$ cat src/rtl/xcorr_pkg.sv
// Shared encoding and helpers for the correlator array.
// Channel values use a 2-bit code: 01 = +1, 11 = -1, 00 = 0.
package xcorr_pkg;

    localparam logic [1:0] TERN_POS  = 2'b01;
    localparam logic [1:0] TERN_NEG  = 2'b11;
    localparam logic [1:0] TERN_ZERO = 2'b00;

    // Product of two coded values; any zero operand yields zero.
    function automatic logic [1:0] tern_mul(input logic [1:0] a, input logic [1:0] b);
        if (a == TERN_ZERO || b == TERN_ZERO) begin
            return TERN_ZERO;
        end
        return (a[1] ^ b[1]) ? TERN_NEG : TERN_POS;
    endfunction

    // Row index of row-major pair slot p among n channels.
    function automatic int pair_row(input int p, input int n);
        int k;
        k = 0;
        for (int i = 0; i < n; i++) begin
            for (int j = i + 1; j < n; j++) begin
                if (k == p) return i;
                k++;
            end
        end
        return 0;
    endfunction

    // Column index of row-major pair slot p among n channels.
    function automatic int pair_col(input int p, input int n);
        int k;
        k = 0;
        for (int i = 0; i < n; i++) begin
            for (int j = i + 1; j < n; j++) begin
                if (k == p) return j;
                k++;
            end
        end
        return 1;
    endfunction

endpackage

$ cat src/rtl/xcorr_chan_decode.sv
// Turns raw sample bits into per-channel coded values and monitor increments.
// Assumes NUM_IN is even. Channels at or above NUM_IN/2 are silent in
// three-level mode.
module xcorr_chan_decode
    import xcorr_pkg::*;
#(
    parameter int NUM_IN = 8
) (
    input  logic                    mode_i,
    input  logic [NUM_IN-1:0]       samp_i,
    output logic [NUM_IN-1:0][1:0]  val_o,
    output logic [NUM_IN-1:0]       inc_o
);

    localparam int HALF = NUM_IN / 2;

    for (genvar k = 0; k < NUM_IN; k++) begin : g_chan
        if (k < HALF) begin : g_dual
            // Decode channel k for whichever mode is active.
            always_comb begin
                if (mode_i) begin
                    if (!samp_i[2*k+1])  val_o[k] = TERN_ZERO;
                    else if (samp_i[2*k]) val_o[k] = TERN_NEG;
                    else                  val_o[k] = TERN_POS;
                    inc_o[k] = samp_i[2*k+1];
                end else begin
                    val_o[k] = samp_i[k] ? TERN_POS : TERN_NEG;
                    inc_o[k] = samp_i[k];
                end
            end
        end else begin : g_upper
            // Upper channels exist only in two-level mode.
            always_comb begin
                if (mode_i) begin
                    val_o[k] = TERN_ZERO;
                    inc_o[k] = 1'b0;
                end else begin
                    val_o[k] = samp_i[k] ? TERN_POS : TERN_NEG;
                    inc_o[k] = samp_i[k];
                end
            end
        end
    end

endmodule

$ cat src/rtl/xcorr_accum.sv
// One integrating counter with a held copy. On dump, the held copy takes
// the running total plus the current step, and the total restarts at zero.
// The step is a 2-bit two's-complement value (-1, 0, +1).
module xcorr_accum #(
    parameter int CNT_W = 16
) (
    input  logic             clk,
    input  logic             rst_n,
    input  logic             dump_i,
    input  logic [1:0]       step_i,
    output logic [CNT_W-1:0] held_o
);

    logic [CNT_W-1:0] acc_q;
    logic [CNT_W-1:0] step_ext;
    logic [CNT_W-1:0] sum;

    // Sign-extend the step and form the next total.
    always_comb begin
        step_ext = {{(CNT_W-2){step_i[1]}}, step_i};
        sum      = acc_q + step_ext;
    end

    // Integrate, or capture and restart on dump.
    always_ff @(posedge clk) begin
        if (!rst_n) begin
            acc_q  <= '0;
            held_o <= '0;
        end else if (dump_i) begin
            acc_q  <= '0;
            held_o <= sum;
        end else begin
            acc_q  <= sum;
        end
    end

    p_hold_between_dumps_r8: assert property (@(posedge clk) disable iff (!rst_n)
        !dump_i |=> $stable(held_o));

    p_restart_after_dump_r7: assert property (@(posedge clk) disable iff (!rst_n)
        dump_i |=> acc_q == '0);

endmodule

$ cat src/rtl/xcorr_array.sv
// Zero-lag cross-correlator over NUM_IN sample lines. Every distinct channel
// pair is multiplied each cycle and integrated into its own counter. Also
// integrated are per-channel monitors and a cycle counter. Assumes NUM_IN is
// even, mode_i is held steady within an integration, and CNT_W is wide
// enough for the longest integration.
module xcorr_array
    import xcorr_pkg::*;
#(
    parameter int NUM_IN    = 8,
    parameter int CNT_W     = 16,
    parameter int NUM_PAIRS = NUM_IN * (NUM_IN - 1) / 2
) (
    input  logic                         clk,
    input  logic                         rst_n,
    input  logic                         mode_i,
    input  logic                         dump_i,
    input  logic [NUM_IN-1:0]            samp_i,
    output logic [NUM_PAIRS*CNT_W-1:0]   pair_cnt_o,
    output logic [NUM_IN*CNT_W-1:0]      mon_cnt_o,
    output logic [CNT_W-1:0]             cyc_cnt_o
);

    localparam int HALF     = NUM_IN / 2;
    localparam int HALF_PRS = HALF * (HALF - 1) / 2;

    logic [NUM_IN-1:0][1:0] val;
    logic [NUM_IN-1:0]      mon_inc;

    xcorr_chan_decode #(.NUM_IN(NUM_IN)) u_decode (
        .mode_i (mode_i),
        .samp_i (samp_i),
        .val_o  (val),
        .inc_o  (mon_inc)
    );

    for (genvar p = 0; p < NUM_PAIRS; p++) begin : g_pair
        localparam int I2 = pair_row(p, NUM_IN);
        localparam int J2 = pair_col(p, NUM_IN);
        logic [1:0] op_a;
        logic [1:0] op_b;
        logic [1:0] prod;

        if (p < HALF_PRS) begin : g_shared
            localparam int I3 = pair_row(p, HALF);
            localparam int J3 = pair_col(p, HALF);
            // Select the operand pair that this slot holds in the active mode.
            always_comb begin
                op_a = mode_i ? val[I3] : val[I2];
                op_b = mode_i ? val[J3] : val[J2];
            end
        end else begin : g_wide_only
            // Slot is used only in two-level mode.
            always_comb begin
                op_a = mode_i ? TERN_ZERO : val[I2];
                op_b = mode_i ? TERN_ZERO : val[J2];
            end
        end

        // Multiply the two coded channel values.
        always_comb prod = tern_mul(op_a, op_b);

        xcorr_accum #(.CNT_W(CNT_W)) u_acc (
            .clk    (clk),
            .rst_n  (rst_n),
            .dump_i (dump_i),
            .step_i (prod),
            .held_o (pair_cnt_o[p*CNT_W +: CNT_W])
        );

        p_zero_gate_r3: assert property (@(posedge clk) disable iff (!rst_n)
            (op_a == TERN_ZERO || op_b == TERN_ZERO) |-> prod == TERN_ZERO);

        p_unit_product_r1: assert property (@(posedge clk) disable iff (!rst_n)
            !mode_i |-> (prod == TERN_POS || prod == TERN_NEG));
    end

    for (genvar k = 0; k < NUM_IN; k++) begin : g_mon
        xcorr_accum #(.CNT_W(CNT_W)) u_acc (
            .clk    (clk),
            .rst_n  (rst_n),
            .dump_i (dump_i),
            .step_i ({1'b0, mon_inc[k]}),
            .held_o (mon_cnt_o[k*CNT_W +: CNT_W])
        );
    end

    xcorr_accum #(.CNT_W(CNT_W)) u_cycles (
        .clk    (clk),
        .rst_n  (rst_n),
        .dump_i (dump_i),
        .step_i (2'b01),
        .held_o (cyc_cnt_o)
    );

    p_upper_silent_r4: assert property (@(posedge clk) disable iff (!rst_n)
        mode_i |-> mon_inc[NUM_IN-1:HALF] == '0);

    p_cycle_nonzero_r6: assert property (@(posedge clk) disable iff (!rst_n)
        dump_i |=> cyc_cnt_o != '0);

endmodule

$ cat config.mk
export PLATFORM = sky130hd
export DESIGN_NAME = xcorr_array
export DESIGN_NICKNAME = d
export VERILOG_FILES = /design/src/rtl/xcorr_pkg.sv /design/src/rtl/xcorr_chan_decode.sv /design/src/rtl/xcorr_accum.sv /design/src/rtl/xcorr_array.sv
export SDC_FILE = /design/constraint.sdc
export NUM_CORES = 2
export LEC_CHECK = 0
export BUFFER_PORTS_ARGS = -buffer_cell sky130_fd_sc_hd__buf_2
export CORE_AREA = 2 2 471 473
export DETAILED_ROUTE_END_ITERATION = 8
export DIE_AREA = 0 0 473 475
export SLEW_MARGIN = 20
export SYNTH_ARGS = -nofsm -noshare
export SYNTH_HDL_FRONTEND = slang
export SYNTH_SLANG_ARGS = --single-unit
$ cat constraint.sdc
create_clock -name clk -period 12.1 [get_ports clk]
set_input_delay 1.815 -clock clk [delete_from_list [all_inputs] [get_ports clk]]
set_output_delay 1.815 -clock clk [all_outputs]
set_load 0.1 [all_outputs]
Yosys cells after proc, flatten, opt, wreduce, memory -nomap -nowiden
Index checks and enable logic that the tools add are counted.

$add $sub $neg: 37. Multiplexer cells: 153. Bitwise logic cells: 29. Reductions and logical operators: 46.

Operators by type and width (count): $add A16 B16 Y16 (28); $mux W2 (117); $add A16 B1 Y16 (8); $mux W1 (36); $logic_not A2 Y1 (17); $logic_or A1 B1 Y1 (28); $xor A1 B1 Y1 (28); $add A16 B1 Y16 const B (1); $reduce_or A2 Y1 (1); $not A1 Y1 (1).

Register bits after elaboration: 1184. Bits of input ports: 12. Output and inout port bits: 592. Logic and storage cells: 339.

Depth between registers and ports, before layout
Word-level depth: 9. Depth in mapped cells: 17. Depth with buffers taken out: 12.

Modules after synthesis
From an unflattened synthesis, not the netlist that was laid out.

Cell total of the unflattened synthesis: 7441. Area, all modules: 67761.2 sq um.

By module, submodules not included: xcorr_accum at g_mon[1].u_acc ... (instances 15, cells each 191, area an instance 1761.7 sq um, sequential area each 640.6 sq um); xcorr_accum at g_pair[21].u_acc ... (instances 11, cells each 207, area an instance 1896.8 sq um, sequential area each 640.6 sq um); xcorr_accum at g_mon[0].u_acc ... (instances 5, cells each 200, area an instance 1775.5 sq um, sequential area each 640.6 sq um); xcorr_accum at g_pair[26].u_acc ... (instances 5, cells each 183, area an instance 1720.4 sq um, sequential area each 640.6 sq um); xcorr_accum at g_pair[20].u_acc (instances 1, cells each 209, area an instance 1901.8 sq um, sequential area each 640.6 sq um); xcorr_array (instances 1, cells each 144, area an instance 860.8 sq um, sequential area each 0.0 sq um); xcorr_chan_decode (instances 1, cells each 31, area an instance 229.0 sq um, sequential area each 0.0 sq um).

Worst setup path after synthesis
Ideal clock, no wire load.

Kind: input -> register. From: input mode_i. To: register g_pair[1].u_acc.held_o[15]. Setup time: 0.130 ns. Data arrival time: 5.165 ns. Required time: 11.970 ns. Setup slack: 6.805 ns. Stages: 14. Buffers on the path: 4. Path through: buf_2 -> buf_2 -> buf_2 -> buf_2 -> nand3_1 -> o22ai_1 -> ha_1 -> a211o_1 -> a2111oi_0 -> o21ai_0 -> nor2_1 -> o31ai_1 -> xnor2_1 -> o21ai_0.

Longest elaborated chain between the ends: 6. Elaborated cells on any way between the ends: 10. Those cells by class: add/sub: 1; mux: 5; bitwise: 1; reduce/logical: 3.

RTL lines: start: declaration (line xcorr_array.sv:15) `input logic mode_i,`; $mux W2 (line xcorr_chan_decode.sv:21) `if (mode_i) begin`; $logic_not A2 Y1 (line xcorr_pkg.sv:11) `if (a == TERN_ZERO || b == TERN_ZERO) begin`; $logic_or A1 B1 Y1 (line xcorr_pkg.sv:11); $mux W1 (line xcorr_pkg.sv:11); $mux W2 * (line xcorr_pkg.sv:14) `return (a[1] ^ b[1]) ? TERN_NEG : TERN_POS;`; $add A16 B16 Y16 * (line xcorr_accum.sv:21) `sum = acc_q + step_ext;`; end signal: assignment (line xcorr_accum.sv:31) `held_o <= sum;`; end: declaration (line xcorr_accum.sv:11) `output logic [CNT_W-1:0] held_o`.

Every way passes the cells marked *; elsewhere a longest branch is shown, timed or not. A chain may end at the register's enable or synchronous reset.

Final worst setup path
From: input dump_i. To: register g_pair[25].u_acc.acc_q[13].

Longest elaborated chain between the ends: 1.

RTL lines: start: declaration (line xcorr_array.sv:16) `input logic dump_i,`; $reduce_or A2 Y1 (no line); end signal: assignment (line xcorr_accum.sv:33) `acc_q <= sum;`; end: declaration (line xcorr_accum.sv:14) `logic [CNT_W-1:0] acc_q;`.

Every way passes these cells.

==> impl_metrics.env <==
export IMPL_setup_violations=0
export IMPL_clock_sinks=1184
export IMPL_cp_end_kind="flop"
export IMPL_syn_inst=6351
export IMPL_grt_start_max_net_pins=172
export IMPL_min_delay_path_class="flop to flop"
export IMPL_arrival_ps=5890
export IMPL_cts_path_max_buffers=3
export IMPL_power_density_mw_per_mm2=176
export IMPL_relSlewSlack_pct=15.0
export IMPL_whs_ps=447
export IMPL_synth_seq_area_share_pct=43.4
export IMPL_firstDrtPassIters=6
export IMPL_final_util_pct=29.8
export IMPL_post_cts_resized=0
export IMPL_rsz0062_at_grt="no"
export IMPL_area_growth_syn_to_layout_pct=19.4
export IMPL_core_sq_mm=0.219
export IMPL_synth_seq_cells=1184
export IMPL_worst_ir_drop_vdd_mv=0.132
export IMPL_post_cts_setup_buffers=0
export IMPL_drtIter0Drc=3070
export IMPL_ios=604
export IMPL_viasPerCell=4.80
export IMPL_root_buffer="clkbuf_16"
export IMPL_grt_pass1_vias=44200
export IMPL_die_w_microns=473
export IMPL_crit_path_start_kind="input pin"
export IMPL_crit_fanout=171
export IMPL_track_usage_pct=15.5
export IMPL_vias=46700
export IMPL_post_dp_cell_area_sq_mm=0.0602
export IMPL_critPathRequiredTime_ps=12750
export IMPL_syn_cell_area_sq_mm=0.0546
export IMPL_final_cell_mix="dfxtp_1, nor2_1, buf_2, nand2_1, xnor2_1"
export IMPL_start_util_pct=24.9
export IMPL_synth_ff_type="dfxtp_1"
export IMPL_gp_congestion=0.874
export IMPL_clock_latency_ps=790
export IMPL_rows=172
export IMPL_synthTopCellsByArea="dfxtp_1, nor2_1, xnor2_1"
export IMPL_cts_tree="done"
export IMPL_hold_viol_final=0
export IMPL_drive_gt1_share_pct=13.7
export IMPL_post_place_cells=9488
export IMPL_netlist_area_leader_share_pct=43.4
export IMPL_p_leak_nw=26.8
export IMPL_htreeDepth=4
export IMPL_pre_cts_ws_ps=6120
export IMPL_clk_pin_slew_ps=60
export IMPL_synth_nets=6576
export IMPL_die_height_microns=475
export IMPL_ant_nets=0
export IMPL_period_needed_ps=5240
export IMPL_synth_edf_count=0
export IMPL_wl_microns=181000
export IMPL_final_cell_area_sq_mm=0.0652
export IMPL_netlist_cell_type_count=88
export IMPL_async_flop_share_pct=0
export IMPL_final_common_cell="dfxtp_1"
export IMPL_critPathKind="input pin to flop"
export IMPL_stdcell_count=9747
export IMPL_layout_nets=6984
export IMPL_maxSlewViolCount=0
export IMPL_synth_area_leader_cell="dfxtp_1"
export IMPL_synth_area_per_cell_sq_um=8.60
export IMPL_fin_ws_ps=6860
export IMPL_outcome="completed"
export IMPL_nFillCells=23200
export IMPL_skew_ps=31.4
export IMPL_portBuffers=603
export IMPL_cts_inserted_buffers=140
export IMPL_antenna_found_initial=6
export IMPL_drv_cap=0
export IMPL_wl_per_cell_microns=18.6
export IMPL_die_area_sq_mm=0.225
export IMPL_worst_pin_slew_ps=1280
export IMPL_fin_crit_sh_pct=43.3
export IMPL_grt_pass1_wl_microns=271000
export IMPL_total_power_mw=11.5
export IMPL_ys_warn_count=0
export IMPL_drc=0
export IMPL_tns_ps=0
export IMPL_timing_fmax_mhz=191
export IMPL_hpwl_microns=128000
export IMPL_grt_overflow=0
export IMPL_ctsHoldBuffers=0
registers in the layout, summed over array words and instances (netlist names):
register,count
u_cycles.acc_q,16
g_pair.u_acc.held_o,448
u_cycles.held_o,16
g_mon.u_acc.held_o,128
g_pair.u_acc.acc_q,448
g_mon.u_acc.acc_q,128
cells in the mapped netlist (27+ instances only):
library cell / instances
or3_1: 57
mux2i_1: 116
o22ai_1: 27
o211ai_1: 29
nor3_1: 127
o21a_1: 168
nand4_1: 89
nor2_1: 1116
nor2b_1: 119
a211oi_1: 170
nand2_1: 437
nor4_1: 55
a31oi_1: 57
or4_1: 35
ha_1: 203
and2_1: 81
xnor2_1: 331
and3_1: 153
xor2_1: 257
a21o_1: 49
dfxtp_1: 1184
a21oi_1: 156
nand3_1: 222
inv_1: 98
clkbuf_1: 308
buf_1: 45
o21ai_0: 289
critical path: stages:
cell,delay [ps]
buf_8,460
buf_4,570
inv_8,160
nand2_4,550
buf_4,770
buf_12,440
nor2_1,70
o21ai_0,120
o31ai_1,90
cells by family (layout without fill, tap and decap cells):
logic type / after synthesis / count (layout) / synth area share, %
AO/OA/AOI/OAI: 1150 / 1150 / 14.1
XOR/XNOR: 589 / 589 / 9.46
adder cells (fa/ha/maj): 213 / 213 / 5.02
buffers and inverters: 480 / 1003 / 3.38
flip-flops: 1184 / 1184 / 43.4
multiplexers: 122 / 122 / 2.25
other: 0 / 2 / 0
AND/OR/NAND/NOR: 2613 / 2613 / 22.4
path summary, 6_finish.rpt:
| check | start | to | slack (ps) | cells after the start |
|---|---|---|---|---|
| min | g_pair[15].u_acc.held_o[10]$_SDFFE_PN0P_ | g_pair[15].u_acc.held_o[10]$_SDFFE_PN0P_ | 450 | 2 |
| min reg2reg | g_pair[15].u_acc.held_o[10]$_SDFFE_PN0P_ | g_pair[15].u_acc.held_o[10]$_SDFFE_PN0P_ | 450 | 2 |
| max | dump_i | g_pair[25].u_acc.acc_q[13]$_SDFF_PP0_ | 6860 | 9 |
| max reg2reg | g_pair[15].u_acc.acc_q[0]$_SDFF_PP0_ | g_pair[15].u_acc.held_o[10]$_SDFFE_PN0P_ | 9350 | 9 |
where the power goes:
part	total [mW]	switching [mW]	leakage, nW	internal, mW
sequential	4.32	0.186	9.66	4.13
clock	4.58	1.81	2.46	2.77
combinational	2.56	1.96	14.6	0.600
metal layers:
layer / part of all wire, % / vias up / track usage (%)
met1: 46 / 22400 / 20.2
met4: 2.8 / 0 / 4.85
met2: 45 / 1254 / 25.0
li1: - / 22900 / -
met5: 0 / - / 0
met3: 6.4 / 249 / 3.72
layout make-up:
cell class | count | area, sq um | area share (%)
timing repair buffer | 647 | 3410 | 5.23
clock buffer | 189 | 4030 | 6.18
clock inverter | 68 | 988 | 1.52
antenna | 2 | 5.00 | 0.00767
sequential | 1184 | 23700 | 36.3
tap | 2871 | 3590 | 5.51
inverter | 99 | 387 | 0.593
multi-input combinational | 4687 | 29100 | 44.6
(Power assumes the default switching activity.)
